==> src/rtl/iso_dio_pkg.sv <==
package iso_dio_pkg;
    localparam int DW = 8;
    localparam int AW = 4;

    localparam logic [AW-1:0] OFS_DRV_LO  = 4'd0;
    localparam logic [AW-1:0] OFS_SNS_LO  = 4'd1;
    localparam logic [AW-1:0] OFS_IRQ_CMD = 4'd2;
    localparam logic [AW-1:0] OFS_FLT_CMD = 4'd3;
    localparam logic [AW-1:0] OFS_DRV_HI  = 4'd4;
    localparam logic [AW-1:0] OFS_SNS_HI  = 4'd5;
    localparam logic [AW-1:0] OFS_STATUS  = 4'd6;

    typedef struct packed {
        logic pend;
        logic hi;
        logic lo;
    } irq_stat_t;

    typedef struct packed {
        logic arm;
        logic disarm;
        logic flt_on;
        logic flt_off;
        logic ack;
        logic wr_lo;
        logic wr_hi;
    } bus_cmd_t;

    function automatic logic [DW-1:0] stat_to_byte(irq_stat_t s);
        return {{(DW-3){1'b0}}, s.pend, s.hi, s.lo};
    endfunction
endpackage

==> src/rtl/dio_in_cond.sv <==
module dio_in_cond #(
    parameter int NCH         = 16,
    parameter int SYNC_STAGES = 2,
    parameter int FILT_LEN    = 4,
    parameter int TICK_DIV    = 1
) (
    input  logic           clk,
    input  logic           rst,
    input  logic           flt_on,
    input  logic [NCH-1:0] pins,
    output logic [NCH-1:0] acc
);
    localparam int CW = $clog2(FILT_LEN + 1);

    logic [NCH-1:0] sync_q [SYNC_STAGES];
    logic           tick;

    always_ff @(posedge clk) begin
        if (rst) begin
            for (int i = 0; i < SYNC_STAGES; i++) sync_q[i] <= '0;
        end else begin
            sync_q[0] <= pins;
            for (int i = 1; i < SYNC_STAGES; i++) sync_q[i] <= sync_q[i-1];
        end
    end

    generate
        if (TICK_DIV > 1) begin : g_div
            localparam int TW = $clog2(TICK_DIV);
            logic [TW-1:0] div_q;
            always_ff @(posedge clk) begin
                if (rst || div_q == TW'(TICK_DIV - 1)) div_q <= '0;
                else                                   div_q <= div_q + 1'b1;
            end
            assign tick = (div_q == TW'(TICK_DIV - 1));
        end else begin : g_nodiv
            assign tick = 1'b1;
        end
    endgenerate

    generate
        for (genvar c = 0; c < NCH; c++) begin : g_ch
            logic [CW-1:0] cnt_q;
            logic          s;
            assign s = sync_q[SYNC_STAGES-1][c];
            always_ff @(posedge clk) begin
                if (rst) begin
                    acc[c] <= 1'b0;
                    cnt_q  <= '0;
                end else if (!flt_on) begin
                    acc[c] <= s;
                    cnt_q  <= '0;
                end else if (s == acc[c]) begin
                    cnt_q  <= '0;
                end else if (tick) begin
                    if (cnt_q == CW'(FILT_LEN - 1)) begin
                        acc[c] <= s;
                        cnt_q  <= '0;
                    end else begin
                        cnt_q  <= cnt_q + 1'b1;
                    end
                end
            end
        end
    endgenerate
endmodule

==> src/rtl/dio_chg_irq.sv <==
module dio_chg_irq
    import iso_dio_pkg::*;
#(
    parameter int NCH = 16
) (
    input  logic           clk,
    input  logic           rst,
    input  logic [NCH-1:0] acc,
    input  logic           armed,
    input  logic           ack,
    output irq_stat_t      stat,
    output logic           evt
);
    localparam int HALF = NCH / 2;

    logic [NCH-1:0] prev_q;
    logic [NCH-1:0] diff;
    logic           chg_lo, chg_hi;
    irq_stat_t      stat_d;

    always_ff @(posedge clk) begin
        if (rst) prev_q <= '0;
        else     prev_q <= acc;
    end

    assign diff   = acc ^ prev_q;
    assign chg_lo = |diff[HALF-1:0];
    assign chg_hi = |diff[NCH-1:HALF];
    assign evt    = armed && (chg_lo || chg_hi);

    always_comb begin
        stat_d = ack ? '0 : stat;
        if (armed && chg_lo) stat_d.lo = 1'b1;
        if (armed && chg_hi) stat_d.hi = 1'b1;
        if (evt)             stat_d.pend = 1'b1;
    end

    always_ff @(posedge clk) begin
        if (rst) stat <= '0;
        else     stat <= stat_d;
    end
endmodule

==> src/rtl/iso_dio_regs.sv <==
module iso_dio_regs
    import iso_dio_pkg::*;
#(
    parameter int SYNC_STAGES = 2,
    parameter int FILT_LEN    = 4,
    parameter int TICK_DIV    = 1
) (
    input  logic            clk,
    input  logic            rst,
    input  logic [AW-1:0]   bus_addr,
    input  logic            bus_rd,
    input  logic            bus_wr,
    input  logic [DW-1:0]   bus_wdata,
    output logic [DW-1:0]   bus_rdata,
    input  logic [2*DW-1:0] din,
    output logic [2*DW-1:0] dout,
    output logic            irq
);
    localparam int NCH = 2 * DW;

    logic [DW-1:0]  drv_lo_q, drv_hi_q;
    logic           irq_en_q, flt_on_q;
    logic [NCH-1:0] acc;
    irq_stat_t      stat_q;
    logic           evt;
    bus_cmd_t       cmd;

    always_comb begin
        cmd = '0;
        if (bus_wr) begin
            case (bus_addr)
                OFS_DRV_LO:  cmd.wr_lo   = 1'b1;
                OFS_SNS_LO:  cmd.ack     = 1'b1;
                OFS_IRQ_CMD: cmd.disarm  = 1'b1;
                OFS_FLT_CMD: cmd.flt_off = 1'b1;
                OFS_DRV_HI:  cmd.wr_hi   = 1'b1;
                default: ;
            endcase
        end else if (bus_rd) begin
            case (bus_addr)
                OFS_IRQ_CMD: cmd.arm    = 1'b1;
                OFS_FLT_CMD: cmd.flt_on = 1'b1;
                default: ;
            endcase
        end
    end

    always_ff @(posedge clk) begin
        if (rst) begin
            drv_lo_q <= '0;
            drv_hi_q <= '0;
            irq_en_q <= 1'b0;
            flt_on_q <= 1'b0;
        end else begin
            if (cmd.wr_lo)   drv_lo_q <= bus_wdata;
            if (cmd.wr_hi)   drv_hi_q <= bus_wdata;
            if (cmd.arm)     irq_en_q <= 1'b1;
            if (cmd.disarm)  irq_en_q <= 1'b0;
            if (cmd.flt_on)  flt_on_q <= 1'b1;
            if (cmd.flt_off) flt_on_q <= 1'b0;
        end
    end

    always_comb begin
        bus_rdata = '0;
        if (bus_rd) begin
            case (bus_addr)
                OFS_DRV_LO: bus_rdata = drv_lo_q;
                OFS_SNS_LO: bus_rdata = acc[DW-1:0];
                OFS_DRV_HI: bus_rdata = drv_hi_q;
                OFS_SNS_HI: bus_rdata = acc[NCH-1:DW];
                OFS_STATUS: bus_rdata = stat_to_byte(stat_q);
                default:    bus_rdata = '0;
            endcase
        end
    end

    assign dout = {drv_hi_q, drv_lo_q};
    assign irq  = stat_q.pend && irq_en_q;

    dio_in_cond #(
        .NCH(NCH), .SYNC_STAGES(SYNC_STAGES), .FILT_LEN(FILT_LEN), .TICK_DIV(TICK_DIV)
    ) u_cond (
        .clk(clk), .rst(rst), .flt_on(flt_on_q), .pins(din), .acc(acc)
    );

    dio_chg_irq #(.NCH(NCH)) u_chg (
        .clk(clk), .rst(rst), .acc(acc), .armed(irq_en_q), .ack(cmd.ack),
        .stat(stat_q), .evt(evt)
    );
endmodule

==> config.mk <==
export PLATFORM = sky130hd
export DESIGN_NAME = iso_dio_regs
export DESIGN_NICKNAME = d
export VERILOG_FILES = /design/src/rtl/iso_dio_pkg.sv /design/src/rtl/dio_in_cond.sv /design/src/rtl/dio_chg_irq.sv /design/src/rtl/iso_dio_regs.sv
export SDC_FILE = /design/constraint.sdc
export NUM_CORES = 1
export LEC_CHECK = 0
export BUFFER_PORTS_ARGS = -buffer_cell sky130_fd_sc_hd__buf_2
export CAP_MARGIN = 20
export CORE_AREA = 4 4 136 138
export CTS_CLUSTER_DIAMETER = 100
export DETAILED_ROUTE_END_ITERATION = 16
export DIE_AREA = 0 0 140 142
export PLACE_DENSITY = 0.52
export SYNTH_ARGS = -nofsm -noshare
export SYNTH_HDL_FRONTEND = slang
export SYNTH_SLANG_ARGS = --single-unit
==> constraint.sdc <==
create_clock -name clk -period 3 [get_ports clk]
set_input_delay 0.3 -clock clk [delete_from_list [all_inputs] [get_ports clk]]
set_output_delay 0.3 -clock clk [all_outputs]
set_load 0.05 [all_outputs]
After elaboration in Yosys (flattened, before gate mapping)

Memories as Yosys holds them, arrays and structs flattened.
Index checks and enable logic that the tools add are counted.

Memories kept: 1
Memory bits (read-only): 0
Latch bits: 0
Input bits: 32
Word-level logic and storage cells: 246
Register bits after elaboration: 101
Bits in writable memories: 32

Memories:

| name          | words | width | rd ports | clocked after Yosys merged registers in | write ports | RTL line          | source |
|---|---|---|---|---|---|---|---|
| u_cond.sync_q | 2     | 16    | 2        | 0                                       | 2           | dio_in_cond.sv:15 | `logic [NCH-1:0] sync_q [SYNC_STAGES];` |

$add $sub $neg: 16
Reduce and logical (&&, ||, !) cells: 45
$mul: 0
Divide/modulo/power cells: 0
Shift-type cells: 0
Magnitude comparators: 0
Bitwise gates (word level): 4
Equal/unequal tests: 70
Mux-type cells: 70

Operator list:

| cell                                                  | count |
|---|---|
| two-way mux 1 bit                                     | 64 |
| OR reduction 4 bit                                    | 16 |
| adder 3 x 1 -> 3 bit, second input constant           | 16 |
| == test 3 x 2 -> 1 bit, second input constant         | 16 |
| case mux 8 bit (5 select lines)                       | 1 |
| two-way mux 16 bit                                    | 2 |
| inequality test 2 x 1 -> 1 bit, second input constant | 16 |
| inequality test 2 bit, second input constant          | 16 |
| AND reduction 2 bit                                   | 16 |
| == test 1 bit                                         | 16 |
| OR reduction 8 bit                                    | 2 |
| bitwise XOR 16 bit                                    | 1 |
| == test 4 x 3 -> 1 bit, second input constant         | 3 |
| == test 4 x 2 -> 1 bit, second input constant         | 2 |
| two-way mux 8 bit                                     | 1 |
| nonzero test 2 bit                                    | 3 |
| == test 4 x 1 -> 1 bit, second input constant         | 1 |
| logical AND 1 bit                                     | 4 |
| logical NOT 4 bit                                     | 1 |
| two-way mux 4 bit                                     | 1 |
| OR reduction 2 bit                                    | 2 |
| two-way mux 3 bit                                     | 1 |
| bitwise OR 1 bit                                      | 2 |
| logical OR 1 bit                                      | 1 |
| inverter 1 bit                                        | 1 |

Logic depth before layout (Yosys ltp)

Word-level depth: 5
Gate-level depth with buffers: 5
Gate-level depth less buffers: 5

Modules after synthesis

Synthesis repeated with hierarchy kept, for this count alone.

Cell total of the unflattened synthesis: 503
Area total of the unflattened synthesis: 5526.6 um^2

By module, submodules not included:

| module       | times used | sequential area each (um^2) | area an instance (um^2) | cells an instance |
|---|---|---|---|---|
| dio_in_cond  | 1          | 1921.8                      | 3689.8                  | 305 |
| iso_dio_regs | 1          | 360.3                       | 1123.6                  | 133 |
| dio_chg_irq  | 1          | 380.4                       | 713.2                   | 65 |

Worst setup path after synthesis

No wires, ideal clock.

Path kind: input port to output port
Start point: input bus_addr[1]
End point: output bus_rdata[5]
Path buffers: 2
Setup slack: 0.724 ns
Arrival: 1.976 ns
Cell stages on the path: 5
Cells stage by stage: buf_4 nor4_4 buf_4 a22oi_1 a21oi_1

Longest elaborated chain between the ends: 3
Elaborated cells between the ends (all ways): 7

Ends and longest elaborated chain:

| element                                              | RTL line           | source |
|---|---|---|
| start: declaration                                   | iso_dio_regs.sv:10 | `input logic [AW-1:0] bus_addr,` |
| == test 4 x 3 -> 1 bit, or another cell as far along | iso_dio_regs.sv:67 | `case (bus_addr)` |
| case mux 8 bit (5 select lines) (*)                  | iso_dio_regs.sv:67 |  |
| two-way mux 8 bit (*)                                | iso_dio_regs.sv:66 | `if (bus_rd) begin` |
| end: declaration                                     | iso_dio_regs.sv:14 | `output logic [DW-1:0] bus_rdata,` |

Mark *: on every way between the ends. The rest lies on a longest branch, timed or not.

Worst setup path in the final report

Start point: input bus_addr[1]
End point: output bus_rdata[0]

Same word-level chain as after synthesis.

==> impl_metrics.json <==
{
  "grt_usage_pct": 10.9,
  "start_kind": "input port",
  "met2_length_um": 5060,
  "layout-drive-gt1-share_pct": 16.5,
  "m1WireLength_um": 4490,
  "synth_most_common_cell": "dfxtp_1",
  "ys_ff_latch": 133,
  "reg2reg_from": "flt_on_q",
  "synth_top_family_by_area": "simple AND/OR/NAND/NOR gates",
  "hold_viol_final": 0,
  "yosys.area.top_type": "dfxtp_1",
  "drc_errors": 0,
  "yosys_most_used_dff": "dfxtp_1",
  "synth_xor_area_share_pct": 5.51,
  "first_pass_iters": 6,
  "worst-setup-path-type": "in2out",
  "cp-end-kind": "output pin",
  "fin_crit_sh_pct": 70.1,
  "syn_inst": 511,
  "async_flop_share_pct": 0,
  "n_antenna_cell": 0,
  "crit_arrival_ns": 1.80,
  "post-route-min-period_ns": 2.10,
  "cts_root_buf": "clkbuf_16",
  "grt_pass1_wl_um": 17400,
  "grt_pass1_vias": 3641,
  "syn_nets": 575,
  "finalMaxSlewViolations": 0,
  "clock_sinks": 133,
  "cts-resized-gates": 0,
  "crit_fanout": 9,
  "crit_top_cell": "buf_2",
  "reg2reg_depth": 3,
  "multi_input_area_um2": 2210,
  "seq_area_um2": 2660,
  "setup_viol": 0,
  "wl_per_cell_um": 12.4,
  "wl_um": 10000,
  "yosysWarnings": 0,
  "power_density_nw_per_um2": 666,
  "regToRegSetupSlack_ns": 1.35,
  "grt_overflow": 0,
  "clock_skew_ns": 0.00591,
  "worst_slew_pin_slew_ns": 0.829,
  "ioPinCount": 57,
  "cts.clk_slew.worst_paths_ns": 0.06,
  "clock_path_buffers": 2,
  "cp_slowest_cell": "nor4b_4",
  "synth.area.top_cells": "dfxtp_1 (52%), ha_1 (7.9%), nor2b_1 (5.9%)",
  "p_total_mw": 4.14,
  "place.gp.congestion": 0.733,
  "max_freq_mhz": 475,
  "synth_fa_ha_area_share_pct": 7.86,
  "cp_top_family": "simple AND/OR/NAND/NOR gates",
  "wl_met3_um": 395,
  "synthSimpleGateAreaFrac_pct": 21.0,
  "rsz0062_at_grt": "no",
  "port_buffers": 56,
  "critPathBufInv": 2,
  "antenna_found_initial": 0,
  "coreArea_um2": 17200,
  "fin_setup_tns_ns": 0,
  "status": "complete, no violations",
  "ant_nets": 0,
  "nets": 634,
  "slew_headroom_pct": 44.7,
  "synth_top_area_share_pct": 52.3,
  "max_stage_delay_ns": 0.57,
  "dp_hpwl_um": 7100,
  "r2r-end": "u_cond.g_ch[3].cnt_q[2]",
  "syn_area_per_cell_um2": 9.96,
  "num_vias": 3546,
  "endpoint": "bus_rdata[0]",
  "maxCapViolations": 0,
  "ys_seq_area_share_pct": 52.3,
  "grt_max_degree": 84,
  "die_w_um": 140,
  "syn2layout_area_growth_pct": 22.2,
  "vdd_drop_max_mv": 0.391,
  "worstSkewPairLatency_ns": 0.41,
  "highest-signal-layer": "met4",
  "synth_cell_type_count": 31,
  "num_rows": 48,
  "cts_setup_buffers": 0,
  "netlist_area_um2": 5090,
  "drt-vias-per-instance": 4.39,
  "fp.dieArea_um2": 19900,
  "die_h_um": 142,
  "yosys-top-cells-count": "dfxtp_1 (133), nor2_1 (64), nor2b_1 (48)",
  "hold_buffers": 0,
  "hp-class": "in2reg",
  "synth_compound_gate_area_share_pct": 5.97,
  "cts_buffers": 17,
  "start_util_pct": 29.6,
  "htreeDepth": 4,
  "worstPathRequired_ns": 2.70,
  "synth_edf_count": 0,
  "p_leak_nw": 2.49,
  "synth_mux_area_share_pct": 3.15,
  "cts_tree": "done",
  "path_cells": "buf_2 -> nor4b_4 -> a222oi_1 -> a21oi_1 -> buf_2",
  "drtIter0Drc": 198,
  "cp.depth": 5,
  "nFillCells": 1745,
  "startpoint": "bus_addr[1]"
}
==> layout make-up <==
| cell class | instances | share of cell area, % |
|---|---|---|
| well taps | 225 | 4.53 |
| repair buffers | 59 | 5.07 |
| clock inverters | 13 | 2.92 |
| clock buffers | 19 | 7.12 |
| multi-input cells | 326 | 35.6 |
| flip-flops and latches | 133 | 42.8 |
| inverters | 33 | 1.99 |
==> state kept, by name (all words and copies together), names as in the netlist <==
signal             count
u_cond.acc            16
u_chg.stat             3
irq_en_q               1
u_cond.sync_q         32
drv_hi_q               8
u_chg.prev_q          16
u_cond.g_ch.cnt_q     48
flt_on_q               1
drv_lo_q               8
==> metrics by stage <==
step | setup slack [ns] | cells | hold slack (ns) | area [um2] | util (%)
2_1_floorplan | 0.724 | 511 | 0.399 | 5090 | -
3_3_place_gp | 0.958 | 776 | 0.406 | 5600 | 32.6
3_5_place_dp | 0.909 | 776 | 0.414 | 5600 | 32.6
4_1_cts | 0.891 | 808 | 0.0833 | 6220 | 36.2
5_1_grt | 0.729 | 808 | 0.0843 | 6220 | 36.2
6_report | 0.897 | 808 | 0.100 | 6220 | 36.2
==> cells in the final DEF, fill, tap and decap left out, types with 13 or more instances in the layout <==
| cell | netlist | routed |
|---|---|---|
| nand2_1 | 23 | 23 |
| mux2i_1 | 16 | 16 |
| dfxtp_1 | 133 | 133 |
| ha_1 | 32 | 32 |
| inv_1 | 32 | 32 |
| xnor2_1 | 32 | 32 |
| nor2_1 | 64 | 64 |
| nand3_1 | 16 | 16 |
| a21oi_1 | 28 | 28 |
| clkbuf_16 | 0 | 17 |
| nand2b_1 | 16 | 16 |
| a22oi_1 | 13 | 13 |
| buf_2 | 5 | 56 |
| or3_1 | 16 | 16 |
| nor2b_1 | 48 | 48 |
==> logic make-up (layout without fill, tap and decap cells) <==
kind of cell,after synthesis,count (layout)
XOR/XNOR,32,32
AND/OR/NAND/NOR,196,196
adder cells (fa/ha/maj),32,32
flip-flops,133,133
multiplexers,16,16
buffers and inverters,52,124
AO/OA/AOI/OAI,50,50
==> worst reg2reg max path, stage by stage, from the launching register on <==
cell	delay [ns]
dfxtp_1	0.86
nand2b_1	0.19
or3_1	0.42
nor2_1	0.11
==> routing by layer <==
layer	track usage, %	vias to the layer above
li1	-	1798
met1	13.0	1695
met2	18.2	48
met3	3.93	5
met4	3.72	0
met5	0	-
==> power by group <==
| part | leakage [nW] | switching (mW) | internal, mW |
|---|---|---|---|
| registers | 1.08 | 0.0269 | 1.80 |
| logic | 1.10 | 0.0848 | 0.0664 |
| clock network | 0.303 | 0.754 | 1.41 |
| total | 2.49 | 0.866 | 3.28 |
==> worst min-delay path by stage <==
stage,slack (ns),from,to,cells after the start
floorplan,0.40,u_cond.g_ch[0].cnt_q[0],u_cond.g_ch[0].cnt_q[0],1
global placement,0.41,u_cond.g_ch[13].cnt_q[0],u_cond.g_ch[13].cnt_q[0],1
detailed placement,0.41,u_cond.g_ch[6].cnt_q[0],u_cond.g_ch[6].cnt_q[0],1
CTS,0.08,din[8],u_cond.sync_q[0][8],2
global route,0.08,din[8],u_cond.sync_q[0][8],2
finish,0.10,din[8],u_cond.sync_q[0][8],2
No activity file was read; power rests on OpenSTA's default activity.
